**src/rtl/wdt_timer_pkg.sv**
```systemverilog
package wdt_timer_pkg;

    localparam logic [1:0] SEL_CMP1  = 2'd0;
    localparam logic [1:0] SEL_CMP2  = 2'd1;
    localparam logic [1:0] SEL_COUNT = 2'd2;
    localparam logic [1:0] SEL_SETUP = 2'd3;

    localparam int B_RUN     = 15;
    localparam int B_FLAG2   = 14;
    localparam int B_FLAG1   = 13;
    localparam int B_STOP    = 11;
    localparam int B_MODE2   = 8;
    localparam int B_MODE1   = 6;
    localparam int NUM_CMP   = 2;

    typedef enum logic [1:0] {
        MATCH_OFF = 2'b00,
        MATCH_EQ  = 2'b01,
        MATCH_GE  = 2'b10,
        MATCH_EVT = 2'b11
    } match_mode_e;

    typedef enum logic [1:0] {
        RS_OFF    = 2'd0,
        RS_RUN    = 2'd1,
        RS_FROZEN = 2'd2
    } run_state_e;

endpackage

```
**src/rtl/wdt_runctl.sv**
```systemverilog
module wdt_runctl
    import wdt_timer_pkg::*;
#(
    parameter int DIV_W = 4
) (
    input  logic             clk,
    input  logic             rst_n,
    input  logic             run_en,
    input  logic             stop_en,
    input  logic             halt_in,
    input  logic [DIV_W-1:0] div_sel,
    output logic             step
);
    localparam int PRE_W = (1 << DIV_W) - 1;

    run_state_e       state_q, state_d;
    logic [PRE_W-1:0] pre_q, pre_d, mask;
    logic             hold;

    assign hold = stop_en & halt_in;

    // next-state logic
    always_comb begin
        state_d = state_q;
        unique case (state_q)
            RS_OFF: begin
                if (run_en) state_d = hold ? RS_FROZEN : RS_RUN;
            end
            RS_RUN: begin
                if (!run_en)   state_d = RS_OFF;
                else if (hold) state_d = RS_FROZEN;
            end
            RS_FROZEN: begin
                if (!run_en)    state_d = RS_OFF;
                else if (!hold) state_d = RS_RUN;
            end
            default: state_d = RS_OFF;
        endcase
    end

    // state register
    always_ff @(posedge clk) begin
        if (!rst_n) begin
            state_q <= RS_OFF;
            pre_q   <= '0;
        end else begin
            state_q <= state_d;
            pre_q   <= pre_d;
        end
    end

    // outputs: prescaler advance and step strobe
    always_comb begin
        mask  = ~({PRE_W{1'b1}} << div_sel);
        step  = 1'b0;
        pre_d = pre_q;
        unique case (state_q)
            RS_RUN: begin
                pre_d = pre_q + 1'b1;
                step  = ((pre_q & mask) == mask);
            end
            RS_FROZEN: pre_d = pre_q;
            RS_OFF:    pre_d = '0;
            default:   pre_d = '0;
        endcase
    end

endmodule

```
**src/rtl/wdt_match.sv**
```systemverilog
module wdt_match
    import wdt_timer_pkg::*;
#(
    parameter int W = 16
) (
    input  logic [W-1:0] count,
    input  logic [W-1:0] cmp,
    input  logic [1:0]   mode_bits,
    input  logic         step,
    output logic         hit,
    output logic         restart
);
    match_mode_e mode;
    logic        eq, ge;

    always_comb begin
        mode    = match_mode_e'(mode_bits);
        eq      = (count == cmp);
        ge      = (count >= cmp);
        hit     = 1'b0;
        restart = 1'b0;
        unique case (mode)
            MATCH_OFF: hit = 1'b0;
            MATCH_EQ:  hit = step & eq;
            MATCH_GE:  hit = step & ge;
            MATCH_EVT: begin
                hit     = step & eq;
                restart = step & eq;
            end
            default:   hit = 1'b0;
        endcase
    end

endmodule

```
**src/rtl/wdt_timer16.sv**
```systemverilog
module wdt_timer16
    import wdt_timer_pkg::*;
#(
    parameter int DATA_W = 16,
    parameter int DIV_W  = 4
) (
    input  logic              clk,
    input  logic              rst_n,
    input  logic              reg_wr,
    input  logic [1:0]        reg_sel,
    input  logic [DATA_W-1:0] reg_wdata,
    output logic [DATA_W-1:0] reg_rdata,
    input  logic              halt_in,
    input  logic              wd_arm,
    output logic              reset_req,
    output logic              irq_cmp1,
    output logic              irq_cmp2
);
    logic [DATA_W-1:0] cmp_q [NUM_CMP];
    logic [DATA_W-1:0] count_q;
    logic              run_en_q, stop_en_q;
    logic [1:0]        mode_q [NUM_CMP];
    logic [DIV_W-1:0]  div_q;
    logic [NUM_CMP-1:0] flag_q, hit, restart, w1c;
    logic              step;
    logic              wr_cmp1, wr_cmp2, wr_count, wr_setup;
    logic              reset_req_q;
    logic [DATA_W-1:0] setup_word;

    assign wr_cmp1  = reg_wr & (reg_sel == SEL_CMP1);
    assign wr_cmp2  = reg_wr & (reg_sel == SEL_CMP2);
    assign wr_count = reg_wr & (reg_sel == SEL_COUNT);
    assign wr_setup = reg_wr & (reg_sel == SEL_SETUP);

    wdt_runctl #(.DIV_W(DIV_W)) u_runctl (
        .clk     (clk),
        .rst_n   (rst_n),
        .run_en  (run_en_q),
        .stop_en (stop_en_q),
        .halt_in (halt_in),
        .div_sel (div_q),
        .step    (step)
    );

    for (genvar g = 0; g < NUM_CMP; g++) begin : g_cmp
        wdt_match #(.W(DATA_W)) u_match (
            .count     (count_q),
            .cmp       (cmp_q[g]),
            .mode_bits (mode_q[g]),
            .step      (step),
            .hit       (hit[g]),
            .restart   (restart[g])
        );
        assign w1c[g] = wr_setup & reg_wdata[B_FLAG1 + g];

        always_ff @(posedge clk) begin
            if (!rst_n) flag_q[g] <= 1'b0;
            else        flag_q[g] <= (flag_q[g] & ~w1c[g]) | hit[g];
        end
    end

    // configuration and compare registers
    always_ff @(posedge clk) begin
        if (!rst_n) begin
            cmp_q[0]  <= '0;
            cmp_q[1]  <= '0;
            run_en_q  <= 1'b0;
            stop_en_q <= 1'b0;
            mode_q[0] <= 2'b00;
            mode_q[1] <= 2'b00;
            div_q     <= '0;
        end else begin
            if (wr_cmp1) cmp_q[0] <= reg_wdata;
            if (wr_cmp2) cmp_q[1] <= reg_wdata;
            if (wr_setup) begin
                run_en_q  <= reg_wdata[B_RUN];
                stop_en_q <= reg_wdata[B_STOP];
                mode_q[0] <= reg_wdata[B_MODE1 +: 2];
                mode_q[1] <= reg_wdata[B_MODE2 +: 2];
                div_q     <= reg_wdata[DIV_W-1:0];
            end
        end
    end

    // counter: write beats step, event match restarts at zero
    always_ff @(posedge clk) begin
        if (!rst_n)          count_q <= '0;
        else if (wr_count)   count_q <= reg_wdata;
        else if (step)       count_q <= (|restart) ? '0 : count_q + 1'b1;
    end

    // reset request on the rising edge of flag 2 while armed
    always_ff @(posedge clk) begin
        if (!rst_n) reset_req_q <= 1'b0;
        else        reset_req_q <= wd_arm & hit[1] & ~flag_q[1];
    end

    always_comb begin
        setup_word                   = '0;
        setup_word[B_RUN]            = run_en_q;
        setup_word[B_FLAG2]          = flag_q[1];
        setup_word[B_FLAG1]          = flag_q[0];
        setup_word[B_STOP]           = stop_en_q;
        setup_word[B_MODE2 +: 2]     = mode_q[1];
        setup_word[B_MODE1 +: 2]     = mode_q[0];
        setup_word[DIV_W-1:0]        = div_q;
    end

    always_comb begin
        unique case (reg_sel)
            SEL_CMP1:  reg_rdata = cmp_q[0];
            SEL_CMP2:  reg_rdata = cmp_q[1];
            SEL_COUNT: reg_rdata = count_q;
            SEL_SETUP: reg_rdata = setup_word;
            default:   reg_rdata = '0;
        endcase
    end

    assign reset_req = reset_req_q;
    assign irq_cmp1  = flag_q[0];
    assign irq_cmp2  = flag_q[1];

endmodule

```
**config.mk**
```make
export PLATFORM = sky130hd
export DESIGN_NAME = wdt_timer16
export DESIGN_NICKNAME = d
export VERILOG_FILES = /design/src/rtl/wdt_timer_pkg.sv /design/src/rtl/wdt_runctl.sv /design/src/rtl/wdt_match.sv /design/src/rtl/wdt_timer16.sv
export SDC_FILE = /design/constraint.sdc
export NUM_CORES = 1
export LEC_CHECK = 0
export ABC_CLOCK_PERIOD_IN_PS = 2960
export BUFFER_PORTS_ARGS = -buffer_cell sky130_fd_sc_hd__buf_2
export CAP_MARGIN = 30
export CELL_PAD_IN_SITES_DETAIL_PLACEMENT = 0
export CELL_PAD_IN_SITES_GLOBAL_PLACEMENT = 2
export CORE_ASPECT_RATIO = 2
export CORE_UTILIZATION = 38
export CTS_CLUSTER_SIZE = 8
export DETAILED_ROUTE_END_ITERATION = 6
export GPL_ROUTABILITY_DRIVEN = 0
export GPL_TIMING_DRIVEN = 0
export PLACE_DENSITY = 0.88
export SLEW_MARGIN = 25
export SYNTH_ARGS = -nofsm -noshare
export SYNTH_HDL_FRONTEND = slang
export SYNTH_SLANG_ARGS = --single-unit
```
**constraint.sdc**
```tcl
create_clock -name clk -period 2.96 [get_ports clk]
set_input_delay 0.592 -clock clk [delete_from_list [all_inputs] [get_ports clk]]
set_output_delay 0.592 -clock clk [all_outputs]
set_load 0.1 [all_outputs]
```
**After elaboration in Yosys (flattened, before gate mapping)**

Memories as Yosys holds them, arrays and structs flattened.
Index checks and enable logic that the tools add are counted.
Widths: inputs -> output; s select.

- Register bits: 42
- Latch bits: 0
- Memory bits (writable): 36
- Memory bits (read-only): 0
- Input port bits: 23
- Output and inout bits: 19
- Logic and storage cells: 99
- Memories: 2

- Add/sub/neg operators: 2
- $mul: 0
- Divide/modulo/power cells: 0
- Order comparisons: 2
- Equality and inequality tests: 17
- Shifts and indexed selects: 1
- Mux-type cells: 31
- Bitwise operators: 26
- Reduce and logical (&&, ||, !) cells: 9

Memory list:

| memory | depth | width | rd ports | clocked after memory_dff | wr ports | RTL line | RTL |
|---|---|---|---|---|---|---|---|
| cmp_q | 2 | 16 | 2 | 0 | 2 | wdt_timer16.sv:19 | `logic [DATA_W-1:0] cmp_q [NUM_CMP];` |
| mode_q | 2 | 2 | 2 | 0 | 2 | wdt_timer16.sv:22 | `logic [1:0] mode_q [NUM_CMP];` |

Operators by type and width:

| operator | number |
|---|---|
| $mux 16 | 5 |
| $pmux 16 s4 | 1 |
| $eq 16x16->1 | 2 |
| $ge 16x16->1 | 2 |
| $pmux 15 s2 | 1 |
| $add 16x1->16 const B | 1 |
| $mux 2 | 8 |
| $add 15x1->15 const B | 1 |
| $and 1x1->1 | 15 |
| $and 15x15->15 | 1 |
| $eq 15x15->1 | 1 |
| $not 15->15 | 1 |
| $shl 15x4->15 const A | 1 |
| $eq 2x2->1 const B | 7 |
| $mux 1 | 13 |
| $eq 2x1->1 const B | 4 |
| $logic_not 2->1 | 4 |
| $or 1x1->1 | 6 |
| $pmux 1 s3 | 2 |
| $pmux 2 s3 | 1 |
| $reduce_or 2->1 | 3 |
| $ne 3x2->1 const B | 1 |
| $ne 3x3->1 const B | 1 |
| $not 1->1 | 3 |
| 3 further kinds | 3 |

**Longest topological paths before layout**

Gate-level depths: netlist of the first run.

- Word-level depth: 11
- Gate-level depth with buffers: 9

**By module**

A second synthesis of the first run with hierarchy kept.

- Cell total of the unflattened synthesis: 502
- Area total of the unflattened synthesis: 4783.3 um^2

By module, submodules not included:

| module | times used | cells each | area an instance (um^2) | sequential area each (um^2) |
|---|---|---|---|---|
| wdt_timer16 | 1 | 259 | 2955.3 | 1581.5 |
| wdt_runctl | 1 | 119 | 944.7 | 340.3 |
| wdt_match | 2 | 62 | 441.7 | 0.0 |

**Least setup slack after synthesis of the first run**

No wires, ideal clock.

- Kind: input to output
- From: input reg_sel[0]
- To: output reg_rdata[10]
- Data arrival time: 3.239 ns
- Data required time: 2.368 ns
- Setup slack: -0.871 ns
- Cell stages on the path: 3
- Path through: buf_1 -> mux2i_1 -> o21ai_0

- Cells in the longest elaborated chain, start to end: 2

Ends and longest elaborated chain:

| item | RTL line | RTL |
|---|---|---|
| start, declared | wdt_timer16.sv:10 | `input logic [1:0] reg_sel,` |
| $eq 2x2->1, or another cell as far along | wdt_timer16.sv:110 | `unique case (reg_sel)` |
| $pmux 16 s4 (*) | wdt_timer16.sv:110 |  |
| end, declared | wdt_timer16.sv:12 | `output logic [DATA_W-1:0] reg_rdata,` |

Every way passes the cells marked *; elsewhere a longest branch is shown, timed or not.

**Worst setup path after layout of the first run**

- From: register count_q[13]
- To: register count_q[12]

- Cells in the longest elaborated chain, start to end: 7

Ends and longest elaborated chain:

| item | RTL line | RTL |
|---|---|---|
| start, declared | wdt_timer16.sv:20 | `logic [DATA_W-1:0] count_q;` |
| start signal, assigned | wdt_timer16.sv:88 | `else if (wr_count) count_q <= reg_wdata;` |
| start signal, assigned | wdt_timer16.sv:89 | `else if (step) count_q <= (\|restart) ? '0 : count_q + 1'b1;` |
| $eq 16x16->1 | wdt_match.sv:18 | `eq = (count == cmp);` |
| $and 1x1->1 | wdt_match.sv:28 | `restart = step & eq;` |
| $mux 1 | wdt_match.sv:22 | `unique case (mode)` |
| $reduce_or 2->1 (*) | wdt_timer16.sv:89 |  |
| $mux 16 (*) (2 in a row) | wdt_timer16.sv:89 |  |
| $mux 16 (*) | wdt_timer16.sv:88 |  |

Every way passes the cells marked *; elsewhere a longest branch is shown, timed or not. The select of a mux whose other input is x is not followed.
A chain may end at the register's enable or synchronous reset.

==> results.cfg, run 1 <==
[drt]
vias = 3984
drc_errors = 0
drtIter0Drc = 255
routed_wl_um = 13950
ant_nets = 0
dr.pass1.iters = 5
wl_per_cell_um = 20.45
avgViaCountPerCell = 5.842

[yosys]
netlist_instances = 481
seq_area_frac_synth_pct = 41.18
ys_ff_latch = 78
avgSynthCellArea_um2 = 9.703
synth_edf_count = 36
synth_nets = 538
synth.distinct_cells = 61
synth_top_area_cell = edfxtp_1
synth_area_leaders = edfxtp_1, dfxtp_1, ha_1
synth_top_cell_area_share_pct = 23.16
synth-async-reset-ratio_pct = 0
netlist_area_mm2 = 0.004667
ys_warn_count = 0
synthFlopType = dfxtp_1

[grt]
grt_busiest_layer = met2
grt_pass1_wl_um = 21760
grt_overflow_total = 0
grt_usage_pct = 23.27
use_met1_pct = 23.03
grt_max_degree = 17
antenna_found_initial = 0
grt_pass1_vias = 4056
grtUsageMet3_pct = 3.621
met2_usage_pct = 43.84

[sta]
finalCriticalPeriod_ns = 2.910
hold_viol = 0
final-setup-viol-count = 0
period_share_pct = 98.31
fmax_mhz = 343.6
worst_slew_pin_slew_ns = 0.7146
slew_violations = 0
relSlewSlack_pct = 52.18
clock_skew_ns = 0.004013
rsz0062_at_grt = false
whs_ns = 0.4460

[floorplan]
pin_count = 42
core_mm2 = 0.01184
die_area_mm2 = 0.01276
die_h_um = 158.7
die_w_um = 80.36
rows = 56
initial_core_util_pct = 39.41

[setup_path]
r2r_slack_ns = 0.05
critical_path_arrival_ns = 3.14
cpLargestDelayFamily = simple AND/OR/NAND/NOR gates
rr_worst_depth = 8
path_class = reg2reg
r2r-end = count_q[12]$_SDFFE_PN0P_
start_kind = flip-flop
cp_slowest_cell = nor4_4
cp_cell_sequence = ha_1 > nand4_1 > nor4_4 > a32o_1 > nor2_1 > clkbuf_1 > a31o_2 > a22o_1
end_kind = flip-flop
path_buf_inv = 1
cp_max_fo = 10
regToRegStartpoint = count_q[13]$_SDFFE_PN0P_
slowest_delay_ns = 0.55
cp_data_required_time_ns = 3.19

[pwr]
swShare_pct = 34.36
peakVddDrop_uv = 272.2
p_sw_mw = 1.174
internal_power_mw = 2.243
comb_power_share_pct = 25.9
seq_power_share_pct = 41.0
powerDensity_mw_per_mm2 = 630.3
clkPwrFrac_pct = 33.1
total_power_mw = 3.417
p_leak_nw = 2.222

[worst_hold_path]
min_from = halt_in
holdPathEnd = u_runctl.state_q[0]$_SDFFE_PN0P_
whs_path_depth = 2
min_path_type = in2reg

[clock_tree]
cts.htree.levels = 3
cts_setup_buffers = 0
cts-root-buf = clkbuf_16
clk_latency_ns = 0.34
cts-resized-gates = 6
numCtsBuffers = 9
cts_hold_buf = 0
cts_tree = yes
clk_pin_slew_ns = 0.06
clockBufferDepth = 2
clock_sinks = 78

[cells_and_area]
final_cell_mix = buf_2, nand2_1, dfxtp_1, inv_1, edfxtp_1
antennaDiodeCount = 0
nNetsFinal = 589
finish.utilization_pct = 45.78
final_layout_size_suffix_gt1_share_pct = 17.88
nFillCells = 1157
syn_to_final_growth_pct = 16.17
final_common_cell = buf_2
stdcell_area_mm2 = 0.005421

[placement]
dpl-instance-area_mm2 = 0.005091
io_buffers = 41
post-dp-hpwl_um = 10750

[flow_run]
cap_violations = 0

[outcome]
status = finished clean
## worst register-to-register path: cells and delay by family (launching register included)
kind,cells,cell delay [ns]
AOI/OAI and AO/OA,3,0.75
adders and majority gates,1,0.35
buffers and inverters,1,0.31
DFF,1,0.40
and+or+nand+nor,3,1.01
## kinds of logic (layout without fill, tap and decap cells)
kind of cell	count (synthesis)	after routing	synth area share, %
and+or+nand+nor	167	167	18.12
adders and majority gates	35	35	9.330
buffers and inverters	64	120	6.032
AOI/OAI and AO/OA	109	109	16.43
muxes	16	16	6.649
xor gates and xnor gates	12	12	2.252
DFF	78	78	41.18
## metal layers
metal,up-vias,part of all wire (%)
met5,-,0
met4,0,5.1
met3,36,3.4
met2,130,57
met1,1928,35
li1,1890,-
## sequential cells by signal (all words and copies together) (netlist names)
name              flops
u_runctl.state_q      2
stop_en_q             1
mode_q                4
reset_req             1
u_runctl.pre_q       15
run_en_q              1
irq_cmp2              1
count_q              16
cmp_q                32
irq_cmp1              1
div_q                 4
## worst max-delay path by stage
stage	startpoint	endpoint	cells after the start
after detailed placement	reg_sel[1]	reg_rdata[11]	5
after floorplan	reg_sel[0]	cmp_q[0][16]$_DFFE_PP_	3
after global placement	reg_sel[0]	cmp_q[0][21]$_DFFE_PP_	4
after global routing	cmp_q[0][13]$_DFFE_PP_	count_q[9]$_SDFFE_PN0P_	9
after CTS	reg_sel[0]	reg_rdata[2]	4
final	count_q[13]$_SDFFE_PN0P_	count_q[12]$_SDFFE_PN0P_	8
## through the flow
stage               std cells  setup TNS (ns)  worst slack (ns)
finish                    682               0           0.04999
global route              682               0           0.01320
CTS                       682               0           0.01801
detailed placement        667          -2.614           -0.3943
global placement          667          -39.70            -1.259
floorplan                 481               0            0.2861
## cells in the mapped netlist, types with 5 or more instances
library cell  number
xor2_1             6
buf_2              5
o21ai_0           22
clkbuf_1          10
a22oi_1            6
inv_1             41
a21oi_1           22
nand2_1           43
xnor2_1            6
o221a_2            6
ha_1              34
nand3_1           14
nor3_1             8
and3_1            12
edfxtp_1          36
a221o_1            5
and2_1            21
mux4_2            12
nor2_1            35
nor2b_1            5
dfxtp_1           42
nand4_1           12
a31oi_1            7
## cell type report
type | count | area (um^2) | share of cell area, %
multi-input combinational | 339 | 2510 | 46.30
sequential | 78 | 1922 | 35.45
clock buffer | 15 | 300.3 | 5.539
timing repair buffer | 41 | 205.2 | 3.785
tap | 145 | 181.4 | 3.346
inverter | 42 | 157.7 | 2.908
buffer | 21 | 136.4 | 2.516
clock inverter | 1 | 8.758 | 0.1616
## power groups by stage
stage                     Clock, mW  Sequential (mW)  Combinational (mW)
after floorplan                   0             1.35               0.707
after global placement            0             1.42               0.866
after detailed placement          0             1.42               0.880
after CTS                      1.15             1.40               0.890
after global routing           1.20             1.41               0.972
final                          1.13             1.40               0.887
(Power assumes the default switching activity.)
==> run 2, diff against run 1 <==
--- a/config.mk
+++ b/config.mk
@@ -16,7 +16,7 @@
 export DETAILED_ROUTE_END_ITERATION = 6
 export GPL_ROUTABILITY_DRIVEN = 0
 export GPL_TIMING_DRIVEN = 0
-export PLACE_DENSITY = 0.88
+export PLACE_DENSITY = 0.9
 export SLEW_MARGIN = 25
 export SYNTH_ARGS = -nofsm -noshare
 export SYNTH_HDL_FRONTEND = slang
==> run 2 against run 1 <==
  * Final area fell by 0.81%
  * Clock power fell by 12%
  * Cell count fell by 0.15%
  * Global-route usage fell by 0.15 points
  * Core utilization fell by 0.37 points
  * Sequential share of layout area rose by 0.29 points
  * Hold slack improved by 0.0012 ns
  * Critical path depth did not move
==> results.cfg, run 2 (synthesis gave the netlist of run 1 again) <==
[outcome]
status = finished clean

[drt]
routed_wl_um = 13970
wl_per_cell_um = 20.51
drc_errors = 0
dr.pass1.iters = 5
drtIter0Drc = 291
vias = 3952
avgViaCountPerCell = 5.803
ant_nets = 0

[clock_tree]
cts_setup_buffers = 0
clockBufferDepth = 2
clk_latency_ns = 0.33
cts-root-buf = clkbuf_16
cts.htree.levels = 3
clock_sinks = 78
numCtsBuffers = 9
clk_pin_slew_ns = 0.06
cts_tree = yes

[pwr]
clkPwrFrac_pct = 30.4
comb_power_share_pct = 27.1
total_power_mw = 3.281
peakVddDrop_uv = 347.6
powerDensity_mw_per_mm2 = 610.2
seq_power_share_pct = 42.6
p_sw_mw = 1.174
swShare_pct = 35.79
internal_power_mw = 2.107
p_leak_nw = 2.203

[cells_and_area]
finish.utilization_pct = 45.41
stdcell_area_mm2 = 0.005378
syn_to_final_growth_pct = 15.23
antennaDiodeCount = 0
multi_input_area_mm2 = 0.002510
nFillCells = 1145
final_cell_mix = buf_2, nand2_1, dfxtp_1, inv_1, edfxtp_1
regMostFlops = cmp_q
nNetsFinal = 589
instances_no_fill = 681
largest_reg_flops = 32
seq_area_mm2 = 0.001922
top_regs = cmp_q: 32 flops, count_q: 16 flops, u_runctl.pre_q: 15 flops
final_layout_size_suffix_gt1_share_pct = 18.28
final_common_cell = buf_2

[floorplan]
initial_core_util_pct = 39.41
die_area_mm2 = 0.01276
pin_count = 42
die_h_um = 158.7
core_mm2 = 0.01184
rows = 56
die_w_um = 80.36

[setup_path]
cp_data_required_time_ns = 3.18
cp-startpoint = count_q[13]$_SDFFE_PN0P_
r2r_slack_ns = 0.15
r2r-end = count_q[9]$_SDFFE_PN0P_
start_kind = flip-flop
rr_worst_depth = 8
regToRegStartpoint = count_q[13]$_SDFFE_PN0P_
cp_max_fo = 10
end_kind = flip-flop
endpoint = count_q[9]$_SDFFE_PN0P_
critical_path_arrival_ns = 3.03
path_class = reg2reg

[sta]
finalSetupTns_ns = 0
period_share_pct = 94.96
whs_ns = 0.4472
fmax_mhz = 355.8
rsz0062_at_grt = false
hold_viol = 0
slew_violations = 0
worst_slew_pin_slew_ns = 0.7319
relSlewSlack_pct = 51.02
finalCriticalPeriod_ns = 2.811
clock_skew_ns = 0.007263
layout_setup_ws_ns = 0.1491
final-setup-viol-count = 0

[worst_hold_path]
whs_path_depth = 2
min_path_type = in2reg

[placement]
place_inst = 667
dpl-instance-area_mm2 = 0.005091
io_buffers = 41
dp_worst_setup_slack_ns = -0.4171
post-dp-hpwl_um = 10880

[grt]
grt_overflow_total = 0
antenna_found_initial = 0
grt_usage_pct = 23.13
grt_pass1_vias = 3966
grt_max_degree = 17
grt_pass1_wl_um = 21650

[flow_run]
cap_violations = 0
==> run 2: cell count changes in the layout (fill, tap and decap cells not counted), sizes merged <==
cell / change
clkinv: +4
clkbuf: -6
clkinvlp: +1
==> run 2: final cells by class <==
| type | instances | share of cell area, % |
|---|---|---|
| Multi-Input combinational cell | 339 | 46.67 |
| Buffer | 21 | 2.536 |
| Clock inverter | 6 | 0.7445 |
| Timing Repair Buffer | 41 | 3.816 |
| Inverter | 42 | 2.932 |
| Sequential cell | 78 | 35.74 |
| Clock buffer | 9 | 4.188 |
| Tap cell | 145 | 3.374 |
==> run 2: worst min path at each step <==
| stage | end | slack (ns) | start |
|---|---|---|---|
| 2_1_floorplan | u_runctl.state_q[1]$_SDFFE_PN0P_ | 0.44 | stop_en_q$_SDFFE_PN0P_ |
| 3_3_place_gp | u_runctl.state_q[1]$_SDFFE_PN0P_ | 0.48 | stop_en_q$_SDFFE_PN0P_ |
| 3_5_place_dp | u_runctl.state_q[0]$_SDFFE_PN0P_ | 0.47 | stop_en_q$_SDFFE_PN0P_ |
| 4_1_cts | u_runctl.state_q[0]$_SDFFE_PN0P_ | 0.45 | halt_in |
| 5_1_grt | u_runctl.state_q[0]$_SDFFE_PN0P_ | 0.44 | halt_in |
| 6_report | u_runctl.state_q[0]$_SDFFE_PN0P_ | 0.45 | halt_in |
==> run 2: routing by layer <==
| layer | vias to the layer above | share of wire, % | track usage, % |
|---|---|---|---|
| met5 | - | 0 | 0 |
| met4 | 0 | 6.4 | 13.56 |
| met3 | 48 | 3.7 | 3.621 |
| met2 | 137 | 55 | 42.14 |
| met1 | 1882 | 35 | 23.75 |
| li1 | 1885 | - | - |
==> run 2: what timing repair did <==
| action | CTS | global route |
|---|---|---|
| gates resized for setup | 5 | 2 |
| endpoints found under the setup margin | 15 | 10 |
| hold buffers | 0 | 0 |
==> run 2: worst max-delay path, cell delays in order, from the launching register on <==
cell and delay [ns]:
dfxtp_1 0.40, ha_1 0.34, nand4_1 0.30, nor4_4 0.50, a32o_1 0.24, nor2_1 0.11
clkbuf_1 0.31, a31o_2 0.31, a22o_1 0.19
==> run 2: power by group through the flow <==
| stage | clock network [mW] | registers, mW | logic [mW] |
|---|---|---|---|
| 2_1_floorplan | 0 | 1.35 | 0.707 |
| 3_3_place_gp | 0 | 1.41 | 0.865 |
| 3_5_place_dp | 0 | 1.42 | 0.882 |
| 4_1_cts | 1.01 | 1.39 | 0.888 |
| 5_1_grt | 1.06 | 1.41 | 0.968 |
| 6_report | 0.996 | 1.40 | 0.889 |
==> run 3, diff against run 2 <==
--- a/config.mk
+++ b/config.mk
@@ -17,7 +17,8 @@
 export GPL_ROUTABILITY_DRIVEN = 0
 export GPL_TIMING_DRIVEN = 0
 export PLACE_DENSITY = 0.9
-export SLEW_MARGIN = 25
+export REMOVE_ABC_BUFFERS = 1
+export SLEW_MARGIN = 0
 export SYNTH_ARGS = -nofsm -noshare
 export SYNTH_HDL_FRONTEND = slang
 export SYNTH_SLANG_ARGS = --single-unit
==> run 3 against run 2 <==
  * Register-to-register slack hardly changed
  * Core utilization is 0.30 points lower
  * Via count is 3.4% lower
  * Count of clock-buffer cells in the layout is 2 higher
  * Largest power group unchanged
  * Global-route usage is 1.1 points lower
==> results.cfg, run 3 (synthesis gave the netlist of run 1 again) <==
[outcome]
status = finished clean

[drt]
routed_wl_um = 13060
dr.pass1.iters = 4
avgViaCountPerCell = 5.743
vias = 3819
drc_errors = 0
drtIter0Drc = 200
ant_nets = 0
wl_per_cell_um = 19.64

[pwr]
total_power_mw = 3.504
clkPwrFrac_pct = 35.3
peakVddDrop_uv = 346.0
p_sw_mw = 1.171
p_leak_nw = 2.168
powerDensity_mw_per_mm2 = 655.8
internal_power_mw = 2.333
seq_power_share_pct = 39.7
comb_power_share_pct = 25.0
swShare_pct = 33.42

[flow_run]
cap_violations = 0

[floorplan]
die_h_um = 158.7
die_area_mm2 = 0.01276
core_mm2 = 0.01184
pin_count = 42
initial_core_util_pct = 39.41
die_w_um = 80.36
rows = 56

[cells_and_area]
regMostFlops = cmp_q
nNetsFinal = 572
syn_to_final_growth_pct = 14.48
largest_reg_flops = 32
finish.utilization_pct = 45.12
final_layout_size_suffix_gt1_share_pct = 17.31
final_cell_mix = nand2_1, dfxtp_1, inv_1, buf_2, edfxtp_1
antennaDiodeCount = 0
top_regs = cmp_q: 32 flops, count_q: 16 flops, u_runctl.pre_q: 15 flops

[setup_path]
r2r_slack_ns = 0.15
cp_slowest_cell = nor4_2
cp_cell_sequence = ha_1 > nand4_1 > nor4_2 > a32o_1 > or2_2 > o22ai_1 > a221o_1
path_class = reg2reg
start_kind = flip-flop
cp_max_fo = 10
critical_path_arrival_ns = 3.04
cp_data_required_time_ns = 3.19
end_kind = flip-flop
slowest_delay_ns = 0.61

[clock_tree]
clk_latency_ns = 0.35
cts.htree.levels = 3
clock_sinks = 78
cts_tree = yes
cts_hold_buf = 0
cts_setup_buffers = 0
numCtsBuffers = 9
cts-root-buf = clkbuf_16
clk_pin_slew_ns = 0.06
clockBufferDepth = 2

[sta]
hold_viol = 0
slew_violations = 0
final-setup-viol-count = 0
finalCriticalPeriod_ns = 2.815
rsz0062_at_grt = false
clock_skew_ns = 0.008654
relSlewSlack_pct = 54.66
fmax_mhz = 355.2
worst_slew_pin_slew_ns = 0.6776
period_share_pct = 95.10

[grt]
grt_pass1_vias = 4016
grt_overflow_total = 0
grt_pass1_wl_um = 20670
grt_max_degree = 30
antenna_found_initial = 0
grt_usage_pct = 22.01

[worst_hold_path]
min_path_type = in2reg

[placement]
io_buffers = 41
post-dp-hpwl_um = 10150
==> run 3: path summary, 6_finish.rpt <==
check	cells after the start	to	start
hold / removal	2	u_runctl.state_q[0]$_SDFFE_PN0P_	halt_in
setup / recovery	7	count_q[5]$_SDFFE_PN0P_	count_q[13]$_SDFFE_PN0P_
hold reg to reg	2	run_en_q$_SDFFE_PN0P_	run_en_q$_SDFFE_PN0P_
setup reg to reg	7	count_q[5]$_SDFFE_PN0P_	count_q[13]$_SDFFE_PN0P_
==> run 3: routing by layer <==
layer  GRT usage (%)  part of all wire, %  wire [um]
met5               0                    0          0
met4           14.77                  4.9        637
met3           2.644                  3.5        456
met2           41.45                   58       7566
met1           20.99                   34       4401
==> run 3: area by class of cell <==
cell class / count / area (um^2)
multi-input cells: 339 / 2486
clock buffers: 11 / 254.0
flip-flops and latches: 78 / 1922
well taps: 145 / 181.4
fillers: 1145 / 6499
inverters: 42 / 157.7
clock inverters: 5 / 81.33
repair buffers: 45 / 260.3
==> run 3: per-stage QoR <==
stage                     hold WS (ns)  area [um^2]  setup slack (ns)  instances  TNS, ns
final                           0.4386         5343            0.1450        665        0
after global routing            0.4539         5343           0.09549        665        0
after CTS                       0.4368         5335           0.07900        665        0
after detailed placement        0.4910         4990           -0.7929        649   -9.914
after global placement          0.4811         4930           -0.9723        645   -37.42
after floorplan                 0.4386         4543           -0.4296        459   -1.718
==> run 3: worst max-delay path, delay by kind of cell, from the launching register on <==
kind / cells / cell delay, ns
adder cells (fa/ha/maj): 1 / 0.34
AND/OR/NAND/NOR: 3 / 1.18
AO/OA/AOI/OAI: 3 / 0.79
flip-flops: 1 / 0.39
==> run 3: what timing repair did <==
| action | in CTS | in global routing |
|---|---|---|
| setup endpoints to repair | 18 | 6 |
| pin swaps | 0 | 0 |
| hold endpoints to repair | 0 | 0 |
| gates resized for setup | 3 | 3 |
==> run 3: power by group through the flow <==
stage | logic [mW] | registers [mW] | clock network [mW]
after global placement | 0.849 | 1.41 | 0
final | 0.876 | 1.39 | 1.24
after global routing | 0.954 | 1.41 | 1.29
after CTS | 0.880 | 1.39 | 1.25
after floorplan | 0.683 | 1.35 | 0
after detailed placement | 0.874 | 1.42 | 0
